--- src/rtl/wiper_pkg.sv ---
package wiper_pkg;
  typedef enum logic [2:0] {
    SRC_NONE,
    SRC_RECALL,
    SRC_DIRECT,
    SRC_XFER,
    SRC_UP,
    SRC_DOWN
  } wsrc_e;
endpackage

--- src/rtl/wiper_arbiter.sv ---
module wiper_arbiter
  import wiper_pkg::*;
#(
  parameter int W = 8
) (
  input  logic         recalled,
  input  logic         recall_req,
  input  logic [W-1:0] recall_data,
  input  logic         dw_valid,
  input  logic [W-1:0] dw_data,
  input  logic         xf_valid,
  input  logic [W-1:0] xf_data,
  input  logic         step_up,
  input  logic         step_dn,
  input  logic [W-1:0] cur,
  output logic         dw_ready,
  output logic         xf_ready,
  output wsrc_e        src,
  output logic         wr_en,
  output logic [W-1:0] nxt
);
  localparam logic [W-1:0] TOP = '1;
  localparam logic [W-1:0] BOT = '0;

  assign dw_ready = recalled;
  assign xf_ready = recalled && !dw_valid;

  always_comb begin
    src = SRC_NONE;
    if (!recalled) begin
      if (recall_req) src = SRC_RECALL;
    end else if (dw_valid) begin
      src = SRC_DIRECT;
    end else if (xf_valid) begin
      src = SRC_XFER;
    end else if (step_up && !step_dn) begin
      src = SRC_UP;
    end else if (step_dn && !step_up) begin
      src = SRC_DOWN;
    end
  end

  always_comb begin
    wr_en = 1'b1;
    nxt   = cur;
    unique case (src)
      SRC_RECALL: nxt = recall_data;
      SRC_DIRECT: nxt = dw_data;
      SRC_XFER:   nxt = xf_data;
      SRC_UP:     nxt = (cur == TOP) ? cur : cur + 1'b1;
      SRC_DOWN:   nxt = (cur == BOT) ? cur : cur - 1'b1;
      default:    wr_en = 1'b0;
    endcase
  end
endmodule

--- src/rtl/wiper_settle.sv ---
module wiper_settle #(
  parameter int W          = 8,
  parameter int SETTLE_CYC = 500
) (
  input  logic         clk,
  input  logic         rst_n,
  input  logic         wr_en,
  input  logic [W-1:0] wiper_q,
  output logic [W-1:0] shown_q
);
  localparam int CW = $clog2(SETTLE_CYC + 1);
  localparam logic [CW-1:0] LOAD = CW'(SETTLE_CYC);

  logic [CW-1:0] cnt_q;

  always_ff @(posedge clk or negedge rst_n) begin
    if (!rst_n) begin
      cnt_q   <= '0;
      shown_q <= '0;
    end else if (wr_en) begin
      cnt_q <= LOAD;
    end else if (cnt_q != '0) begin
      cnt_q <= cnt_q - 1'b1;
      if (cnt_q == CW'(1)) shown_q <= wiper_q;
    end
  end

  // the tap position moves only when the settling count expires
  p_hold_until_expiry_r9: assert property (@(posedge clk) disable iff (!rst_n)
    (cnt_q > CW'(1)) |=> $stable(shown_q));
endmodule

--- src/rtl/wiper_decode.sv ---
module wiper_decode #(
  parameter int W = 8
) (
  input  logic [W-1:0]      pos,
  output logic [2**W-1:0]   sel
);
  localparam int N = 2 ** W;

  for (genvar i = 0; i < N; i++) begin : g_tap
    assign sel[i] = (pos == W'(i));
  end
endmodule

--- src/rtl/wiper_position_unit.sv ---
module wiper_position_unit
  import wiper_pkg::*;
#(
  parameter int W          = 8,
  parameter int SETTLE_CYC = 500
) (
  input  logic              clk,
  input  logic              rst_n,
  input  logic              recall_req,
  input  logic [W-1:0]      recall_data,
  input  logic              dw_valid,
  output logic              dw_ready,
  input  logic [W-1:0]      dw_data,
  input  logic              xf_valid,
  output logic              xf_ready,
  input  logic [W-1:0]      xf_data,
  input  logic              step_up,
  input  logic              step_dn,
  output logic [W-1:0]      wiper_val,
  output logic [2**W-1:0]   tap_sel,
  output logic              applied
);
  localparam int N = 2 ** W;
  localparam logic [W-1:0] TOP = '1;

  logic         recalled_q;
  logic [W-1:0] wiper_q;
  logic [W-1:0] shown;
  logic [W-1:0] nxt;
  logic         wr_en;
  wsrc_e        src;

  wiper_arbiter #(.W(W)) u_arb (
    .recalled   (recalled_q),
    .recall_req (recall_req),
    .recall_data(recall_data),
    .dw_valid   (dw_valid),
    .dw_data    (dw_data),
    .xf_valid   (xf_valid),
    .xf_data    (xf_data),
    .step_up    (step_up),
    .step_dn    (step_dn),
    .cur        (wiper_q),
    .dw_ready   (dw_ready),
    .xf_ready   (xf_ready),
    .src        (src),
    .wr_en      (wr_en),
    .nxt        (nxt)
  );

  always_ff @(posedge clk or negedge rst_n) begin
    if (!rst_n) begin
      wiper_q    <= '0;
      recalled_q <= 1'b0;
    end else begin
      if (wr_en) wiper_q <= nxt;
      if (src == SRC_RECALL) recalled_q <= 1'b1;
    end
  end

  wiper_settle #(.W(W), .SETTLE_CYC(SETTLE_CYC)) u_settle (
    .clk    (clk),
    .rst_n  (rst_n),
    .wr_en  (wr_en),
    .wiper_q(wiper_q),
    .shown_q(shown)
  );

  wiper_decode #(.W(W)) u_dec (
    .pos(shown),
    .sel(tap_sel)
  );

  assign wiper_val = wiper_q;
  assign applied   = (shown == wiper_q);

  // one tap switch closed at all times
  p_one_tap_r8: assert property (@(posedge clk) disable iff (!rst_n)
    $countones(tap_sel) == 1);

  // nothing moves the register before the recall
  p_idle_before_recall_r3: assert property (@(posedge clk) disable iff (!rst_n)
    (!dw_ready && !recall_req) |=> $stable(wiper_val));

  // an accepted direct byte lands in the register
  p_direct_load_r4: assert property (@(posedge clk) disable iff (!rst_n)
    (dw_valid && dw_ready) |=> (wiper_val == $past(dw_data)));

  // an accepted transfer byte lands in the register
  p_xfer_load_r5: assert property (@(posedge clk) disable iff (!rst_n)
    (xf_valid && xf_ready) |=> (wiper_val == $past(xf_data)));

  // stepping up at the top end holds the value
  p_sat_top_r6: assert property (@(posedge clk) disable iff (!rst_n)
    (dw_ready && !dw_valid && !xf_valid && step_up && !step_dn &&
     wiper_val == TOP) |=> (wiper_val == TOP));

  // applied agrees with the closed tap
  p_applied_r10: assert property (@(posedge clk) disable iff (!rst_n)
    applied == tap_sel[wiper_val]);

  if (N < 2) begin : g_bad_width
    initial $error("wiper_position_unit needs W >= 1");
  end
endmodule

--- config.mk ---
export PLATFORM = sky130hd
export DESIGN_NAME = wiper_position_unit
export DESIGN_NICKNAME = d
export VERILOG_FILES = /design/src/rtl/wiper_pkg.sv /design/src/rtl/wiper_arbiter.sv /design/src/rtl/wiper_settle.sv /design/src/rtl/wiper_decode.sv /design/src/rtl/wiper_position_unit.sv
export SDC_FILE = /design/constraint.sdc
export NUM_CORES = 1
export LEC_CHECK = 0
export ABC_AREA = 1
export BUFFER_PORTS_ARGS = -buffer_cell sky130_fd_sc_hd__buf_4
export CORE_AREA = 2 2 115 117
export DETAILED_ROUTE_END_ITERATION = 8
export DIE_AREA = 0 0 117 119
export HOLD_SLACK_MARGIN = 0.15
export SYNTH_ARGS = -nofsm -noshare
export SYNTH_HDL_FRONTEND = slang
export SYNTH_SLANG_ARGS = --single-unit
--- constraint.sdc ---
create_clock -name clk -period 5.1 [get_ports clk]
set_input_delay 0.765 -clock clk [delete_from_list [all_inputs] [get_ports clk]]
set_output_delay 0.765 -clock clk [all_outputs]
set_load 0.05 [all_outputs]
==> results.cfg, run 1 <==
[run_status]
status = completed

[yosys]
yosys.area_share.adder_pct = 4.03
synth_simple_gate_area_share_pct = 56.2
avgSynthCellArea_sq_um = 5.43
synth_compound_area_share_pct = 6.72
synth_cells = 607
synth_mux_area_share_pct = 0
mappedNetlistArea_sq_um = 3290
synth_fp_nets = 648
ys_ff_latch = 26
synthXorXnorAreaFrac_pct = 3.19
yosysWarnings = 0
ys_seq_area_share_pct = 19.8
synth_top_family_by_area = simple AND/OR/NAND/NOR gates
ys_types = 35

[floorplan]
num_rows = 42
die_area_sq_um = 13900
initial_core_util_pct = 25.6
die_w_microns = 117
core-area_sq_um = 12900
io_pins = 298
dieHeight_microns = 119

[critical_path]
required_ps = 4340
endpoint_kind = output pin
worstSetupPathType = reg -> out
cp.arrival_ps = 2110
critPathMaxFanout = 16
startpoint_type = flip-flop

[cts]
numCtsBuffers = 3
clkLatencyLatePin_ps = 260
clk_path_buf_depth = 2
cts_root_buffer = clkbuf_16
post-cts-setup-buffer-count = 0
holdBufCountCts = 0
cts_sinks = 26
h-tree-depth = 1
path_clk_slew_ps = 70
cts_tree = yes
cts_repair_resize_count = 0

[global_routing]
first_global_vias = 4102
track_usage_pct = 23.1
antenna_found_initial = 0
grt_max_degree = 27
grt_remaining_overflow = 0
grt_pass1_wl_microns = 24700

[timing]
slew_viol_final = 0
max_freq_mhz = 348
timing.final.ws_setup_ps = 2220
finalSetupViolCount = 0
slew_headroom_pct = 44.2
tightest_slew_ps = 835
rsz0062_at_grt = no
min_period_over_period_pct = 56.4
post-route-min-period_ps = 2880
hold_viol = 0
clock_skew_ps = 2.16
fin_setup_tns_ps = 0
whs_ps = 405

[flow_run]
max-cap-violations = 0

[drt]
avgViaCountPerCell = 4.49
dr.first_iter.drc_count = 302
drt_wl_total_microns = 17400
drc = 0
vias = 4707
drtAntennaViolNets = 0
wl_per_cell_microns = 16.6
firstDrtPassIters = 5

[cells_and_area]
area_delta_synth_final_pct = 72.4
fin_nets = 915
drive_gt1_share_pct = 39.2
diodes = 0
nFillCells = 1402

[power_and_ir_drop]
ir_worst_vdd_mv = 0.130
powerDensity_nw_per_um2 = 118
p_total_w = 0.000671
p_leak_nw = 2.91

[hold_path]
hold_class = in -> async

[placement]
port_buffers = 297
place_hpwl_microns = 13300
place_congestion = 0.869
pre_cts_ws_ps = 2000
cells in the mapped netlist (all sizes together):
cell type	n	area [sq um]
nor2	292	1150
nand2	115	459
inv	45	174
clkbuf	32	120
dfrtp	26	651
o21ai	18	120
nand3	16	92.6
a21oi	15	78.8
nand4	12	90.1
xnor2	10	87.6
ha	9	113
buf	3	33.8
or2	3	18.8
nor3	2	21.3
xor2	2	17.5
clkinv	1	5.00
fa	1	20.0
nand3b	1	7.51
nor4	1	12.5
o2111ai	1	8.76
o211ai	1	7.51
o22ai	1	6.26
logic make-up (layout without fill, tap and decap cells):
family,count (synthesis),after routing
fa+ha+maj,10,10
xor+xnor,12,12
buf+inv,81,347
flops,26,26
compound gates,36,36
simple gates,442,442
cell usage in the layout, fill, tap and decap left out:
| cell | netlist | routed |
|---|---|---|
| o21ai_1 | 4 | 4 |
| a21oi_2 | 1 | 1 |
| nand4_4 | 1 | 1 |
| o21ai_0 | 6 | 6 |
| nor2_1 | 284 | 284 |
| nand2_2 | 8 | 8 |
| nor4_2 | 1 | 1 |
| nand2_1 | 106 | 106 |
| nor2_4 | 1 | 1 |
| clkbuf_16 | 0 | 3 |
| ha_1 | 9 | 9 |
| a21oi_1 | 14 | 14 |
| xor2_1 | 2 | 2 |
| fa_1 | 1 | 1 |
| o22ai_1 | 1 | 1 |
| clkinv_2 | 1 | 1 |
| clkbuf_8 | 0 | 1 |
| o21ai_2 | 8 | 8 |
| nor3_4 | 1 | 1 |
| xnor2_1 | 10 | 10 |
| nand3b_1 | 1 | 1 |
| o211ai_1 | 1 | 1 |
| inv_1 | 38 | 38 |
| inv_6 | 1 | 1 |
| nand2_4 | 1 | 1 |
| inv_2 | 6 | 6 |
| dfrtp_1 | 26 | 26 |
| nand3_1 | 15 | 15 |
| nor2_8 | 2 | 2 |
| buf_4 | 0 | 297 |
| nand4_1 | 11 | 11 |
| nor2_2 | 5 | 5 |
| nand3_4 | 1 | 1 |
| or2_2 | 3 | 3 |
| nor3_1 | 1 | 1 |
| o2111ai_1 | 1 | 1 |
critical path, stage by stage, from the launching register on:
cell     delay [ps]
dfrtp_1         450
inv_1            60
nor2_1          210
nand2_1         520
nor2_1          350
buf_4           250
report_power, final:
| part | internal (W) | switching [W] |
|---|---|---|
| Combinational | 0.0000840 | 0.000141 |
| Clock | 0.000120 | 0.0000737 |
| Sequential | 0.000222 | 0.0000296 |
| Total | 0.000427 | 0.000244 |
metrics by stage:
stage | area, sq um | utilization [%] | instances
after floorplan | 3290 | - | 607
after global placement | 5590 | 43.4 | 1045
after detailed placement | 5590 | 43.4 | 1045
after CTS | 5680 | 44.1 | 1049
after global routing | 5680 | 44.1 | 1049
final | 5680 | 44.1 | 1049
final timing paths:
kind | to | from | slack, ps | depth (start not counted)
min in group clk | u_settle.cnt_q[4] | u_settle.cnt_q[4] | 520 | 1
hold reg to reg | u_settle.cnt_q[4] | u_settle.cnt_q[4] | 520 | 1
setup / recovery | tap_sel[29] | u_settle.shown_q[0] | 2220 | 5
max in group asynchronous | wiper_val[0] | rst_n | 4430 | 1
hold / removal | u_settle.cnt_q[1] | rst_n | 410 | 1
setup reg to reg | wiper_val[4] | recalled_q | 2750 | 12
layout make-up:
type	instances	area (sq um)	area share, %
multi-input combinational	500	2310	40.7
timing repair buffer	297	2230	39.3
sequential	26	651	11.5
tap	176	220	3.88
inverter	46	179	3.15
clock buffer	4	88.8	1.56
state kept, by name, indices dropped and copies added, names as in the netlist:
register	count
recalled_q	1
u_settle.shown_q	8
wiper_val	8
u_settle.cnt_q	9
metal layers:
| layer | GRT usage [%] | share of wire, % |
|---|---|---|
| met1 | 28.0 | 40 |
| met2 | 41.8 | 51 |
| met3 | 3.41 | 7.7 |
| met4 | 6.32 | 1.4 |
| met5 | 0 | 0 |
No activity file was read; power rests on OpenSTA's default activity.
==> inputs of run 2 (changes only) <==
clock period = 2.3 ns   (was 5.1 ns; I/O delays follow)
==> run 2 against run 1 <==
  * The flow now finishes with violations (setup timing)
  * Die area did not move
  * Sequential share of layout area fell by 0.54 points
  * Via count rose by 2.0%
  * Design area rose by 5.2%
  * Final cell count rose by 2.8%
  * Power rose by 120%
  * Clock power rose by 100%
  * Sequential cell count did not move
  * Clock skew barely moved
  * First-iteration DRC count fell by 8.9%
==> results.cfg, run 2 (synthesis gave the netlist of run 1 again) <==
[run_status]
status = complete, but fails checks
violations = setup timing

[cts]
numCtsBuffers = 3
path_clk_slew_ps = 70
cts_root_buffer = clkbuf_16
cts_tree = yes
clkLatencyLatePin_ps = 260
cts_sinks = 26
h-tree-depth = 1
clk_path_buf_depth = 2

[drt]
wl_met1_microns = 7200
drc = 0
dr.first_iter.drc_count = 275
avgViaCountPerCell = 4.45
wl_per_cell_microns = 15.8
vias = 4800
topRoutingLayerUsed = met4
drt_wl_total_microns = 17100
route.met3.wl_microns = 1060
dr_wl_met2_microns = 8710
drtAntennaViolNets = 0
firstDrtPassIters = 4

[timing]
post-route-min-period_ps = 2300
hold_viol = 0
min_period_over_period_pct = 100
timing.final.ws_setup_ps = -3.37
slew_viol_final = 0
clock_skew_ps = 2.08
rsz0062_at_grt = yes
max_freq_mhz = 434
tightest_slew_ps = 669
finalSetupViolCount = 3
fin_setup_tns_ps = -7.11
slew_headroom_pct = 55.3
whs_ps = 286

[critical_path]
required_ps = 1960
startpoint_type = flip-flop
worstSetupStartpoint = u_settle.shown_q[6]
critPathMaxFanout = 16
regToRegSetupSlack_ps = 230
r2r_start = recalled_q
worstSetupPathType = reg -> out
timing.rr.end = wiper_val[6]
ff2ff_path_depth = 15
endpoint_kind = output pin
endpoint = tap_sel[75]
cp.arrival_ps = 1960

[placement]
port_buffers = 297
place_hpwl_microns = 13700
place_congestion = 0.865

[cells_and_area]
drive_gt1_share_pct = 42.7
nFillCells = 1384
area_delta_synth_final_pct = 81.3
largest_reg_flops = 9
fin_nets = 944
regMostFlops = u_settle.cnt_q
layout_commonest_cell = buf_4
diodes = 0
layout_common_cells = buf_4, nor2_1, nand2_1

[hold_path]
hold_class = in -> reg
min_path_cells = 2

[global_routing]
grt_pass1_wl_microns = 25400
antenna_found_initial = 0
grt_remaining_overflow = 0
track_usage_pct = 23.2
first_global_vias = 4171
grt_max_degree = 27

[floorplan]
core-area_sq_um = 12900
io_pins = 298
initial_core_util_pct = 25.6
dieHeight_microns = 119
die_w_microns = 117
num_rows = 42
die_area_sq_um = 13900

[power_and_ir_drop]
p_leak_nw = 3.05
powerDensity_nw_per_um2 = 249
ir_worst_vdd_mv = 0.257

[flow_run]
max-cap-violations = 0
-- run 2: cell count changes in the layout (fill, tap and decap cells not counted), sizes merged --
cell,change
buf,+28
dlygate4sd3,+1
-- run 2: power breakdown --
group          switching, W  total [W]  internal (W)
Sequential        0.0000672   0.000561      0.000493
Clock              0.000159   0.000396      0.000237
Combinational      0.000322   0.000528      0.000207
Total              0.000548    0.00149      0.000937
-- run 2: through the flow --
stage / cell area, sq um / total power (W) / std cells / worst slack, ps / util (%)
CTS: 5950 / 0.00150 / 1078 / 4.80 / 46.2
global placement: 5860 / 0.00109 / 1073 / 82.1 / 45.5
global route: 5970 / 0.00158 / 1078 / -177 / 46.4
finish: 5970 / 0.00149 / 1078 / -3.37 / 46.4
floorplan: 3360 / 0.000926 / 607 / -69.6 / -
detailed placement: 5860 / 0.00110 / 1073 / 64.7 / 45.5
-- run 2: area by class of cell --
| type | count | area [sq um] | share of cell area, % |
|---|---|---|---|
| sequential | 26 | 652 | 10.9 |
| timing repair buffer | 326 | 2450 | 41.0 |
| multi-input combinational | 500 | 2390 | 40.0 |
| clock buffer | 4 | 78.8 | 1.32 |
| tap | 176 | 220 | 3.69 |
| inverter | 46 | 184 | 3.08 |
-- run 2: how the worst min path moves through the flow --
stage	start	endpoint	slack [ps]
global placement	rst_n	u_settle.cnt_q[6]	280
global route	recall_req	recalled_q	290
floorplan	rst_n	recalled_q	50
detailed placement	rst_n	u_settle.cnt_q[1]	280
finish	recall_req	recalled_q	290
CTS	recall_req	recalled_q	280
-- run 2: timing repair --
item / 4_1_cts / 5_1_grt
gates resized for setup: 0 / 8
buffers inserted: 0 / 0
hold buffers: 1 / 0
hold endpoints to repair: 26 / 0
endpoints found under the setup margin: 0 / 163
-- run 2: critical path, cell delays in order, from the launching register on --
cell and delay (ps):
dfrtp_1 450, inv_1 60, nor2_1 240, nand2_1 480, nor2_1 240, buf_4 230
-- run 2: metal layers --
layer / track usage [%] / vias to the layer above
met5: 0 / -
met4: 3.38 / 0
met3: 2.54 / 6
met2: 42.9 / 178
met1: 29.1 / 2173
li1: - / 2443
==> inputs of run 3 (changes only) <==
CORE_AREA = unset   (was 2 2 115 117)
CORE_MARGIN = 1   (was unset)
CORE_UTILIZATION = 25   (was unset)
DIE_AREA = unset   (was 0 0 117 119)
==> run 3 against run 2 <==
  * Combinational power hardly changed
  * Sequential cell count unchanged
  * Die area decreased by 2.1%
  * Core utilization increased by 0.73 points
  * Sequential power is essentially flat
  * Maximum frequency rose by 3.1%
  * Wire length rose by 1.1%
  * The flow now finishes without violations
==> results.cfg, run 3 (synthesis gave the netlist of run 1 again) <==
[cells_and_area]
largest_reg_flops = 9
regMostFlops = u_settle.cnt_q
drive_gt1_share_pct = 43.3
diodes = 0
fin_nets = 945
layout_common_cells = buf_4, nor2_1, nand2_1
nFillCells = 1374
area_delta_synth_final_pct = 82.0
layout_commonest_cell = buf_4
multi_input_area_sq_um = 2400
register_area_sq_um = 652

[critical_path]
endpoint_kind = output pin
worstSetupStartpoint = u_settle.shown_q[3]
cp.arrival_ps = 1890
worstSetupPathType = reg -> out
ff2ff_path_depth = 17
r2r_start = recalled_q
regToRegSetupSlack_ps = 200
timing.rr.end = wiper_val[7]
startpoint_type = flip-flop
critPathMaxFanout = 10
required_ps = 1960

[floorplan]
io_pins = 298
initial_core_util_pct = 25.9
dieHeight_microns = 117
die_w_microns = 117
num_rows = 41
die_area_sq_um = 13600
core-area_sq_um = 12700

[cts]
h-tree-depth = 1
cts_root_buffer = clkbuf_16
cts_sinks = 26
clkLatencyLatePin_ps = 260
post-cts-setup-buffer-count = 0
cts_tree = yes
path_clk_slew_ps = 70
clk_path_buf_depth = 2
numCtsBuffers = 3

[drt]
firstDrtPassIters = 5
drtAntennaViolNets = 0
wl_per_cell_microns = 16.1
avgViaCountPerCell = 4.52
drt_wl_total_microns = 17300
drc = 0
dr.first_iter.drc_count = 308
vias = 4854

[power_and_ir_drop]
p_leak_nw = 3.05
p_total_w = 0.00152
powerDensity_nw_per_um2 = 253
ir_worst_vdd_mv = 0.288

[global_routing]
grt_pass1_wl_microns = 24200
first_global_vias = 4092
track_usage_pct = 23.3
grt_remaining_overflow = 0
grt_max_degree = 27
antenna_found_initial = 0

[timing]
finalSetupViolCount = 0
hold_viol = 0
post-route-min-period_ps = 2230
rsz0062_at_grt = yes
min_period_over_period_pct = 97.1
tightest_slew_ps = 649
max_freq_mhz = 448
timing.final.ws_setup_ps = 66.3
clock_skew_ps = 4.89
slew_headroom_pct = 56.6
slew_viol_final = 0

[placement]
port_buffers = 297
place_hpwl_microns = 13500
pre_cts_ws_ps = 49.9
place_congestion = 0.852

[flow_run]
max-cap-violations = 0

[hold_path]
hold_class = in -> reg
min_path_cells = 2
worstHoldEndpoint = recalled_q
min_from = recall_req

[run_status]
status = completed
## run 3: changes by cell type in the layout (fill, tap and decap cells not counted)
| cell | previous run | this run |
|---|---|---|
| clkbuf_8 | 0 | 1 |
| buf_4 | 325 | 326 |
| clkbuf_1 | 1 | 0 |
| nor2_2 | 4 | 7 |
| nor2_1 | 284 | 281 |
| nand2_2 | 16 | 17 |
| nand2_1 | 97 | 96 |
## run 3: area by class of cell
| type | count | share of cell area (%) |
|---|---|---|
| Clock buffer | 4 | 1.48 |
| Inverter | 46 | 3.07 |
| Multi-Input combinational cell | 500 | 40.0 |
| Sequential cell | 26 | 10.9 |
| Tap cell | 172 | 3.59 |
| Timing Repair Buffer | 327 | 41.0 |
## run 3: worst max-delay path by stage
stage	to	cells past startpoint
after floorplan	wiper_val[7]	17
after global routing	tap_sel[199]	5
final	tap_sel[136]	6
after global placement	wiper_val[7]	19
after CTS	tap_sel[59]	4
after detailed placement	wiper_val[7]	19
## run 3: layer usage
metal | track usage [%] | wire length [microns]
met5 | 0 | 0
met4 | 4.39 | 163
met3 | 1.96 | 1010
met2 | 43.4 | 8980
met1 | 29.3 | 7120
## run 3: timing repair
| item | 4_1_cts | 5_1_grt |
|---|---|---|
| endpoints found under the hold margin | 26 | 0 |
| hold buffers | 1 | 0 |
| resized for setup | 0 | 12 |
| setup endpoints to repair | 0 | 123 |
## run 3: through the flow
stage	area, sq um	hold WS, ps	setup TNS (ps)	instances	util, %
2_1_floorplan	3360	49.4	-182	607	-
3_3_place_gp	5860	282	0	1070	46.1
3_5_place_dp	5860	282	0	1070	46.1
4_1_cts	5960	277	0	1075	46.9
5_1_grt	5990	276	-3750	1075	47.1
6_report	5990	278	0	1075	47.1
## run 3: power by group
group	leakage (nW)	internal (W)	total, W	switching (W)
Combinational	2.70	0.000205	0.000525	0.000319
Sequential	0.310	0.000493	0.000563	0.0000697
Clock	0.0442	0.000266	0.000430	0.000163
Total	3.05	0.000965	0.00152	0.000552
## run 3: worst max-delay path: stages (launching register included)
cell and delay, ps:
dfrtp_1 440, inv_1 60, nor2_1 250, nand2_1 290, buf_4 270, nor2_1 120
buf_4 200
